### src/rtl/vload_pkg.sv
package vload_pkg;
  typedef enum logic [2:0] {
    ST_IDLE  = 3'd0,
    ST_REQ   = 3'd1,
    ST_WAIT  = 3'd2,
    ST_DRAIN = 3'd3,
    ST_FIN   = 3'd4
  } vl_state_t;
endpackage

### src/rtl/vload_seq.sv
module vload_seq
  import vload_pkg::*;
#(
  parameter int LANES      = 16,
  parameter int LINE_WORDS = 4,
  parameter int PORTS      = 2,
  parameter int ADDR_W     = 32,
  localparam int EW = $clog2(LANES + 1),
  localparam int WI = $clog2(LINE_WORDS + 1),
  localparam int OB = $clog2(LINE_WORDS),
  localparam int LB = OB + 2
) (
  input  logic              clk,
  input  logic              rst_n,
  input  logic              start,
  input  logic [ADDR_W-1:0] base_addr,
  input  logic [EW-1:0]     vlen,
  output logic              req_valid,
  input  logic              req_ready,
  output logic [ADDR_W-1:0] req_addr,
  input  logic              rsp_valid,
  output logic              rsp_ready,
  output logic              capture,
  output logic              drain,
  output logic [EW-1:0]     elem,
  output logic [WI-1:0]     widx,
  output logic [WI-1:0]     step,
  output logic [EW-1:0]     eff_len,
  output logic              done
);
  vl_state_t            state;
  logic [ADDR_W-3:0]    base_w;
  logic [ADDR_W-3:0]    cur_w;
  logic [OB-1:0]        cur_off;
  int                   room, left, kk;

  // word address of the lowest element still to be written
  assign cur_w    = base_w + (ADDR_W-2)'(elem);
  assign cur_off  = cur_w[OB-1:0];
  assign req_addr = {cur_w[ADDR_W-3:OB], {LB{1'b0}}};

  assign req_valid = (state == ST_REQ);
  assign rsp_ready = (state == ST_WAIT);
  assign capture   = rsp_valid && rsp_ready;
  assign drain     = (state == ST_DRAIN);
  assign done      = (state == ST_FIN);

  // lanes written this cycle: bounded by ports, line words left, elements left
  always_comb begin
    room = LINE_WORDS - int'(widx);
    left = int'(eff_len) - int'(elem);
    kk   = PORTS;
    if (room < kk) kk = room;
    if (left < kk) kk = left;
    if (kk < 0) kk = 0;
    step = kk[WI-1:0];
  end

  always_ff @(posedge clk) begin
    if (!rst_n) begin
      state   <= ST_IDLE;
      base_w  <= '0;
      eff_len <= '0;
      elem    <= '0;
      widx    <= '0;
    end else begin
      case (state)
        ST_IDLE: if (start) begin
          base_w  <= base_addr[ADDR_W-1:2];
          eff_len <= (vlen > EW'(LANES)) ? EW'(LANES) : vlen;
          elem    <= '0;
          state   <= (vlen == '0) ? ST_FIN : ST_REQ;
        end
        ST_REQ: if (req_ready) state <= ST_WAIT;
        ST_WAIT: if (rsp_valid) begin
          widx  <= WI'(cur_off);
          state <= ST_DRAIN;
        end
        ST_DRAIN: begin
          elem <= elem + EW'(step);
          widx <= widx + step;
          if (elem + EW'(step) == eff_len) state <= ST_FIN;
          else if (widx + step == WI'(LINE_WORDS)) state <= ST_REQ;
        end
        ST_FIN: state <= ST_IDLE;
        default: state <= ST_IDLE;
      endcase
    end
  end

  // the write pointer never passes the effective length
  p_elem_bound_r8: assert property (@(posedge clk) disable iff (!rst_n)
    elem <= eff_len);
  // a stalled request holds its address
  p_req_hold_r9: assert property (@(posedge clk) disable iff (!rst_n)
    (req_valid && !req_ready) |=> (req_valid && $stable(req_addr)));
  // a start is taken only with a word-aligned base
  p_base_aligned_r4: assert property (@(posedge clk) disable iff (!rst_n)
    (start && state == ST_IDLE) |-> (base_addr[1:0] == 2'b00));
  // a drain cycle always moves at least one word
  p_drain_progress_r2: assert property (@(posedge clk) disable iff (!rst_n)
    drain |-> (step != '0));
endmodule

### src/rtl/vload_xbar.sv
module vload_xbar #(
  parameter int LANES      = 16,
  parameter int LINE_WORDS = 4,
  parameter int PORTS      = 2,
  parameter int WORD_W     = 32,
  localparam int EW = $clog2(LANES + 1),
  localparam int WI = $clog2(LINE_WORDS + 1)
) (
  input  logic                         clk,
  input  logic                         rst_n,
  input  logic                         capture,
  input  logic [LINE_WORDS*WORD_W-1:0] rsp_data,
  input  logic                         drain,
  input  logic [EW-1:0]                elem,
  input  logic [WI-1:0]                widx,
  input  logic [WI-1:0]                step,
  output logic [LANES-1:0]             lane_we,
  output logic [LANES*WORD_W-1:0]      lane_data
);
  logic [WORD_W-1:0] line_q [LINE_WORDS];

  always_ff @(posedge clk) begin
    if (!rst_n) begin
      for (int i = 0; i < LINE_WORDS; i++) line_q[i] <= '0;
    end else if (capture) begin
      for (int i = 0; i < LINE_WORDS; i++) line_q[i] <= rsp_data[i*WORD_W +: WORD_W];
    end
  end

  for (genvar l = 0; l < LANES; l++) begin : g_lane
    int  rel;
    int  src;
    logic act;
    always_comb begin
      rel = l - int'(elem);
      src = int'(widx) + rel;
      act = drain && (rel >= 0) && (rel < int'(step));
    end
    assign lane_we[l] = act;
    assign lane_data[l*WORD_W +: WORD_W] =
      (act && src < LINE_WORDS) ? line_q[src] : '0;

    // an active lane always picks a word inside the held line
    p_src_in_line_r3: assert property (@(posedge clk) disable iff (!rst_n)
      act |-> (src >= 0 && src < LINE_WORDS));
  end
endmodule

### src/rtl/vload_distrib.sv
module vload_distrib #(
  parameter int LANES      = 16,
  parameter int LINE_WORDS = 4,
  parameter int PORTS      = 2,
  parameter int WORD_W     = 32,
  parameter int ADDR_W     = 32,
  localparam int EW = $clog2(LANES + 1),
  localparam int WI = $clog2(LINE_WORDS + 1)
) (
  input  logic                         clk,
  input  logic                         rst_n,
  input  logic                         start,
  input  logic [ADDR_W-1:0]            base_addr,
  input  logic [EW-1:0]                vlen,
  output logic                         req_valid,
  input  logic                         req_ready,
  output logic [ADDR_W-1:0]            req_addr,
  input  logic                         rsp_valid,
  output logic                         rsp_ready,
  input  logic [LINE_WORDS*WORD_W-1:0] rsp_data,
  output logic [LANES-1:0]             lane_we,
  output logic [LANES*WORD_W-1:0]      lane_data,
  output logic                         done
);
  logic          capture, drain;
  logic [EW-1:0] elem, eff_len;
  logic [WI-1:0] widx, step;

  vload_seq #(
    .LANES(LANES), .LINE_WORDS(LINE_WORDS), .PORTS(PORTS), .ADDR_W(ADDR_W)
  ) u_seq (
    .clk(clk), .rst_n(rst_n), .start(start), .base_addr(base_addr), .vlen(vlen),
    .req_valid(req_valid), .req_ready(req_ready), .req_addr(req_addr),
    .rsp_valid(rsp_valid), .rsp_ready(rsp_ready), .capture(capture),
    .drain(drain), .elem(elem), .widx(widx), .step(step),
    .eff_len(eff_len), .done(done)
  );

  vload_xbar #(
    .LANES(LANES), .LINE_WORDS(LINE_WORDS), .PORTS(PORTS), .WORD_W(WORD_W)
  ) u_xbar (
    .clk(clk), .rst_n(rst_n), .capture(capture), .rsp_data(rsp_data),
    .drain(drain), .elem(elem), .widx(widx), .step(step),
    .lane_we(lane_we), .lane_data(lane_data)
  );

  // crossbar port limit
  p_port_limit_r5: assert property (@(posedge clk) disable iff (!rst_n)
    $countones(lane_we) <= PORTS);
  // no request while lanes are being written
  p_no_req_in_write_r6: assert property (@(posedge clk) disable iff (!rst_n)
    (lane_we != '0) |-> !req_valid);
  // done is a single-cycle pulse
  p_done_pulse_r7: assert property (@(posedge clk) disable iff (!rst_n)
    done |=> !done);
  // no write in the done cycle
  p_done_quiet_r7: assert property (@(posedge clk) disable iff (!rst_n)
    done |-> (lane_we == '0));

  for (genvar l = 0; l < LANES; l++) begin : g_vl_chk
    // lanes at or above the effective length stay unwritten
    p_beyond_vl_r8: assert property (@(posedge clk) disable iff (!rst_n)
      lane_we[l] |-> (EW'(l) < eff_len));
  end
endmodule

### config.mk
export PLATFORM = sky130hd
export DESIGN_NAME = vload_distrib
export DESIGN_NICKNAME = d
export VERILOG_FILES = /design/src/rtl/vload_pkg.sv /design/src/rtl/vload_seq.sv /design/src/rtl/vload_xbar.sv /design/src/rtl/vload_distrib.sv
export SDC_FILE = /design/constraint.sdc
export NUM_CORES = 1
export LEC_CHECK = 0
export ABC_AREA = 1
export BUFFER_PORTS_ARGS = -buffer_cell sky130_fd_sc_hd__buf_4
export CAP_MARGIN = 15
export CORE_AREA = 2 2 287 289
export DETAILED_ROUTE_END_ITERATION = 16
export DIE_AREA = 0 0 289 291
export MAX_ROUTING_LAYER = met4
export PLACE_DENSITY_LB_ADDON = 0.15
export SYNTH_ARGS = -nofsm -noshare
export SYNTH_HDL_FRONTEND = slang
export SYNTH_HIERARCHICAL = 1
export SYNTH_SLANG_ARGS = --single-unit
### constraint.sdc
create_clock -name clk -period 7.96 [get_ports clk]
set_input_delay 0.398 -clock clk [delete_from_list [all_inputs] [get_ports clk]]
set_output_delay 0.398 -clock clk [all_outputs]
set_load 0.03 [all_outputs]
==> results.md <==
Status:
- The flow ran to the end, and the final reports show no timing, DRC or antenna violations.

Worst setup path:
- For the worst setup path, the data arrival time is 6120 ps.
- In this run the worst setup path terminates at lane_data[10].
- The largest fanout of any net on the critical path is 32.
- The launch point of the worst reg-to-reg path is u_seq/elem[0]$_SDFFE_PN0P_.
- The number of cells on the worst reg-to-reg path is 28.
- Across all register-to-register paths, the minimum setup slack is 2680 ps.
- The capturing element type of the critical path is an output pin.
- In this run the critical register-to-register path is captured at u_seq/state[0]$_SDFFE_PN0P_.
- The critical path starts at u_seq/elem[0]$_SDFFE_PN0P_.
- STA puts the critical path data required time at 7560 ps.
- The startpoint type of the worst setup path is a flop.
- The type of the worst setup path is flop to output pin.

Min path:
- The min-delay analysis places its worst path in the category input pin to flop.

Global route:
- For this run the aggregate overflow at the end of global routing stands at 0.
- The via count of the first global-routing pass is 17500.
- The first global-routing pass estimated 122000 um of wire.
- For met1 alone, demand over resource in global routing was 25.1%.
- The met3 usage is 4.48%.
- The largest net degree at the start of global routing is 83.
- The number of antenna violations at the first check in global routing is 12.
- Global routing used 35.3% of the available met2 tracks.
- The global-route layer with the greatest usage is met2.
- Across every metal layer, demand over resource in global routing totals 20.7%.

Floorplan:
- In this run the horizontal extent of the chip is 289 um.
- The initial cell density of the core is 20.4%.
- The boundary pin count is 733.
- The die is 291 um tall.
- The core region is 81200 sq um.
- The die covers 84100 sq um.
- The number of placement rows is 105.

Place:
- The pre-CTS setup slack is 1870 ps.
- During placement, the flow inserted port buffers numbering 726.
- Detailed placement ended at an HPWL of 68900 um.
- The final RePlAce weighted congestion is 0.833.

Layout:
- In the final design database the tool counted 3575 nets.
- The filler cells instantiated in the layout total 9268.
- The utilization of the core after routing is 28.8%.
- The top cell types in the final layout, fill and taps aside, are 763 x sky130_fd_sc_hd__buf_4, 731 x sky130_fd_sc_hd__nand2_1, 688 x sky130_fd_sc_hd__nor2_1.
- The share of cells above drive strength 1 is 27.4%.
- The library cell used most frequently in the layout, excluding fill and tap cells, is sky130_fd_sc_hd__buf_4.
- The layout overhead on the synthesized area is 41.7%.

Clocking:
- The clock-pin slew on the worst setup and hold paths is 80 ps.
- CTS built an H-tree with a depth of 4.
- The post-CTS resize count is 0.
- In this run the post-CTS setup repair buffer count came out at 0.
- The tree is rooted in a sky130_fd_sc_hd__clkbuf_16.
- The insertion delay to the later sink of the worst-skew pair is 480 ps.
- CTS saw 174 sinks.
- After clock tree synthesis, the flow added hold-fix buffers numbering 0.
- The number of buffers added by the clock tree synthesis step is 17.
- The CTS tree is done.
- The clock passes through at most 2 buffers.

Power:
- Dividing total power by cell area gives a power density of 298 nW/um^2.
- The leakage power total is 12.3 nW.
- The worst voltage drop across the vdd grid is 0.000141 V.

Route:
- The number of remaining DRC errors is 0.
- The count of antenna-violating nets left after detailed routing is 0.
- The number of detailed-route iterations in the first pass is 7.
- The detailed router finished its first iteration with 1193 violations.
- The overall routed net length is 88100 um.
- The average via count per standard cell is 4.30.
- For this block, the via count after detailed routing is 19000.
- The wire length per cell is 20.0 um.

STA:
- The maximum clock skew at final layout is 17.1 ps.
- Across all setup checks in the final design, the least slack found is 1440 ps.
- For the pin with the worst max-slew slack, the measured transition is 1230 ps.
- After layout, the minimum clock period comes to 6520 ps.
- Setup repair after global routing left no endpoint under its margin.
- The final-layout worst hold slack is 149 ps.
- The share of the clock period used by the worst path after layout is 81.9%.
- The final max-slew violation count is 0.
- The sum of negative setup slack is 0 ps.
- The number of failing hold endpoints at the final stage is 0.
- The relative slew slack is 16.8%.
- The upper clock frequency limit is 0.153 GHz.
- The total of endpoints with negative setup slack in the final report is 0.

Synth:
- After synthesis, the mean cell area works out to 6.13 sq um.
- After synthesis, the netlist uses 51 different library cells.
- Counting every instance in the synthesized netlist gives 2694.
- The post-synthesis async set-or-reset flop share is 0%.
- The Yosys step of the flow raised 6 warnings.
- The part of the Yosys area used for sequential elements is 28.8%.
- The post-synthesis cell area is 16500 sq um.
- The predominant post-synthesis flop cell is sky130_fd_sc_hd__edfxtp_1.
- The number of synthesized register bits is 174.
- The number of enable flip-flop cells after synthesis is 128.

Job:
- Max-cap violations in this run came to 0.
==> stage by stage <==
| stage | total power [mW] | instances | cell area (sq um) |
|---|---|---|---|
| after floorplan | 4.19 | 2697 | 16500 |
| after global placement | 6.19 | 4376 | 22800 |
| after detailed placement | 6.18 | 4376 | 22800 |
| after CTS | 7.09 | 4407 | 23400 |
| after global routing | 7.57 | 4415 | 23400 |
| final | 6.99 | 4415 | 23400 |
==> power breakdown <==
| group | switching, mW | internal [mW] | total, mW | leakage, nW |
|---|---|---|---|---|
| clock | 0.430 | 0.439 | 0.869 | 0.271 |
| sequential | 0.110 | 1.16 | 1.27 | 1.71 |
| combinational | 3.67 | 1.18 | 4.85 | 10.3 |
| total | 4.21 | 2.78 | 6.99 | 12.3 |
==> metal layers <==
| metal | wire [um] | share of wire (%) |
|---|---|---|
| met5 | 0 | 0 |
| met4 | 895 | 1.0 |
| met3 | 6210 | 7.1 |
| met2 | 43200 | 49 |
| met1 | 37800 | 43 |
==> registers in the layout, summed over array words and instances (netlist names) <==
name,count
u_seq/state,3
u_seq/widx,3
u_seq/base_w,30
u_seq/elem,5
u_xbar/line_q,128
u_seq/eff_len,5
==> worst min-delay path by stage <==
stage          slack [ps]                           from                             to  cells after the start
2_1_floorplan         450  u_seq/eff_len[0]$_SDFFE_PN0P_  u_seq/eff_len[0]$_SDFFE_PN0P_                      2
3_3_place_gp          460  u_seq/eff_len[0]$_SDFFE_PN0P_  u_seq/eff_len[0]$_SDFFE_PN0P_                      2
3_5_place_dp          470  u_seq/eff_len[0]$_SDFFE_PN0P_  u_seq/eff_len[0]$_SDFFE_PN0P_                      2
4_1_cts                90                   base_addr[6]   u_seq/base_w[4]$_SDFFE_PN0P_                      3
5_1_grt               130                  base_addr[10]   u_seq/base_w[8]$_SDFFE_PN0P_                      3
6_report              150                   base_addr[6]   u_seq/base_w[4]$_SDFFE_PN0P_                      3
==> synth_stat cells, types with 5 or more instances <==
library cell | n | area share, %
sky130_fd_sc_hd__nand2_1 | 741 | 17
sky130_fd_sc_hd__a21oi_1 | 62 | 1.9
sky130_fd_sc_hd__xnor2_1 | 10 | 0.53
sky130_fd_sc_hd__nand3_2 | 6 | 0.36
sky130_fd_sc_hd__nand4_1 | 18 | 0.68
sky130_fd_sc_hd__nand3_1 | 71 | 2.2
sky130_fd_sc_hd__fa_1 | 8 | 0.97
sky130_fd_sc_hd__buf_4 | 22 | 1.0
sky130_fd_sc_hd__clkbuf_1 | 73 | 1.7
sky130_fd_sc_hd__inv_2 | 7 | 0.16
sky130_fd_sc_hd__nand2_2 | 17 | 0.64
sky130_fd_sc_hd__inv_1 | 322 | 7.3
sky130_fd_sc_hd__nor3_2 | 8 | 0.48
sky130_fd_sc_hd__edfxtp_1 | 128 | 23
sky130_fd_sc_hd__nor2_2 | 38 | 1.4
sky130_fd_sc_hd__dfxtp_1 | 46 | 5.6
sky130_fd_sc_hd__o21ai_0 | 179 | 5.4
sky130_fd_sc_hd__buf_1 | 6 | 0.14
sky130_fd_sc_hd__nor3_1 | 12 | 0.36
sky130_fd_sc_hd__nor2_1 | 688 | 16
sky130_fd_sc_hd__buf_2 | 34 | 1.0
sky130_fd_sc_hd__nor4_1 | 5 | 0.19
sky130_fd_sc_hd__buf_6 | 19 | 1.3
sky130_fd_sc_hd__ha_1 | 72 | 5.5
sky130_fd_sc_hd__xor2_1 | 44 | 2.3
==> critical path: stages (launching register included) <==
cell,delay (ps)
sky130_fd_sc_hd__dfxtp_1,670
sky130_fd_sc_hd__ha_1,230
sky130_fd_sc_hd__inv_1,60
sky130_fd_sc_hd__fa_1,390
sky130_fd_sc_hd__or2_2,300
sky130_fd_sc_hd__nand2_1,90
sky130_fd_sc_hd__inv_1,50
sky130_fd_sc_hd__ha_1,260
sky130_fd_sc_hd__nand2_1,40
sky130_fd_sc_hd__inv_1,50
sky130_fd_sc_hd__nand2_1,40
sky130_fd_sc_hd__nand2_1,50
sky130_fd_sc_hd__nand2_1,40
sky130_fd_sc_hd__nand2_1,70
sky130_fd_sc_hd__nand2_1,100
sky130_fd_sc_hd__inv_1,80
sky130_fd_sc_hd__o21ai_0,70
sky130_fd_sc_hd__a21oi_1,440
sky130_fd_sc_hd__inv_1,260
sky130_fd_sc_hd__ha_1,340
sky130_fd_sc_hd__a21o_1,210
sky130_fd_sc_hd__nand2_1,60
sky130_fd_sc_hd__inv_1,60
sky130_fd_sc_hd__nor3_1,300
sky130_fd_sc_hd__nand2_2,700
sky130_fd_sc_hd__nor2_1,420
sky130_fd_sc_hd__buf_4,220
==> layout make-up <==
| cell class | count | area (sq um) | area share [%] |
|---|---|---|---|
| clock inverter | 12 | 128 | 0.545 |
| sequential | 174 | 4760 | 20.4 |
| tap | 1070 | 1340 | 5.72 |
| timing repair buffer | 763 | 5730 | 24.5 |
| inverter | 331 | 1240 | 5.32 |
| antenna | 8 | 20.0 | 0.0855 |
| multi-input combinational | 2038 | 9750 | 41.7 |
| clock buffer | 19 | 433 | 1.85 |
==> cells by family (layout without fill, tap and decap cells) <==
group	after synthesis	in the layout	share of synthesized area, %
and+or+nand+nor	1628	1628	40.4
buffers and inverters	485	1125	12.6
adders and majority gates	80	80	6.42
xor gates and xnor gates	57	57	3.16
DFF	174	174	28.8
AOI/OAI and AO/OA	269	269	8.57
other	1	12	0.0227
Power figures use the tool's default switching activity.
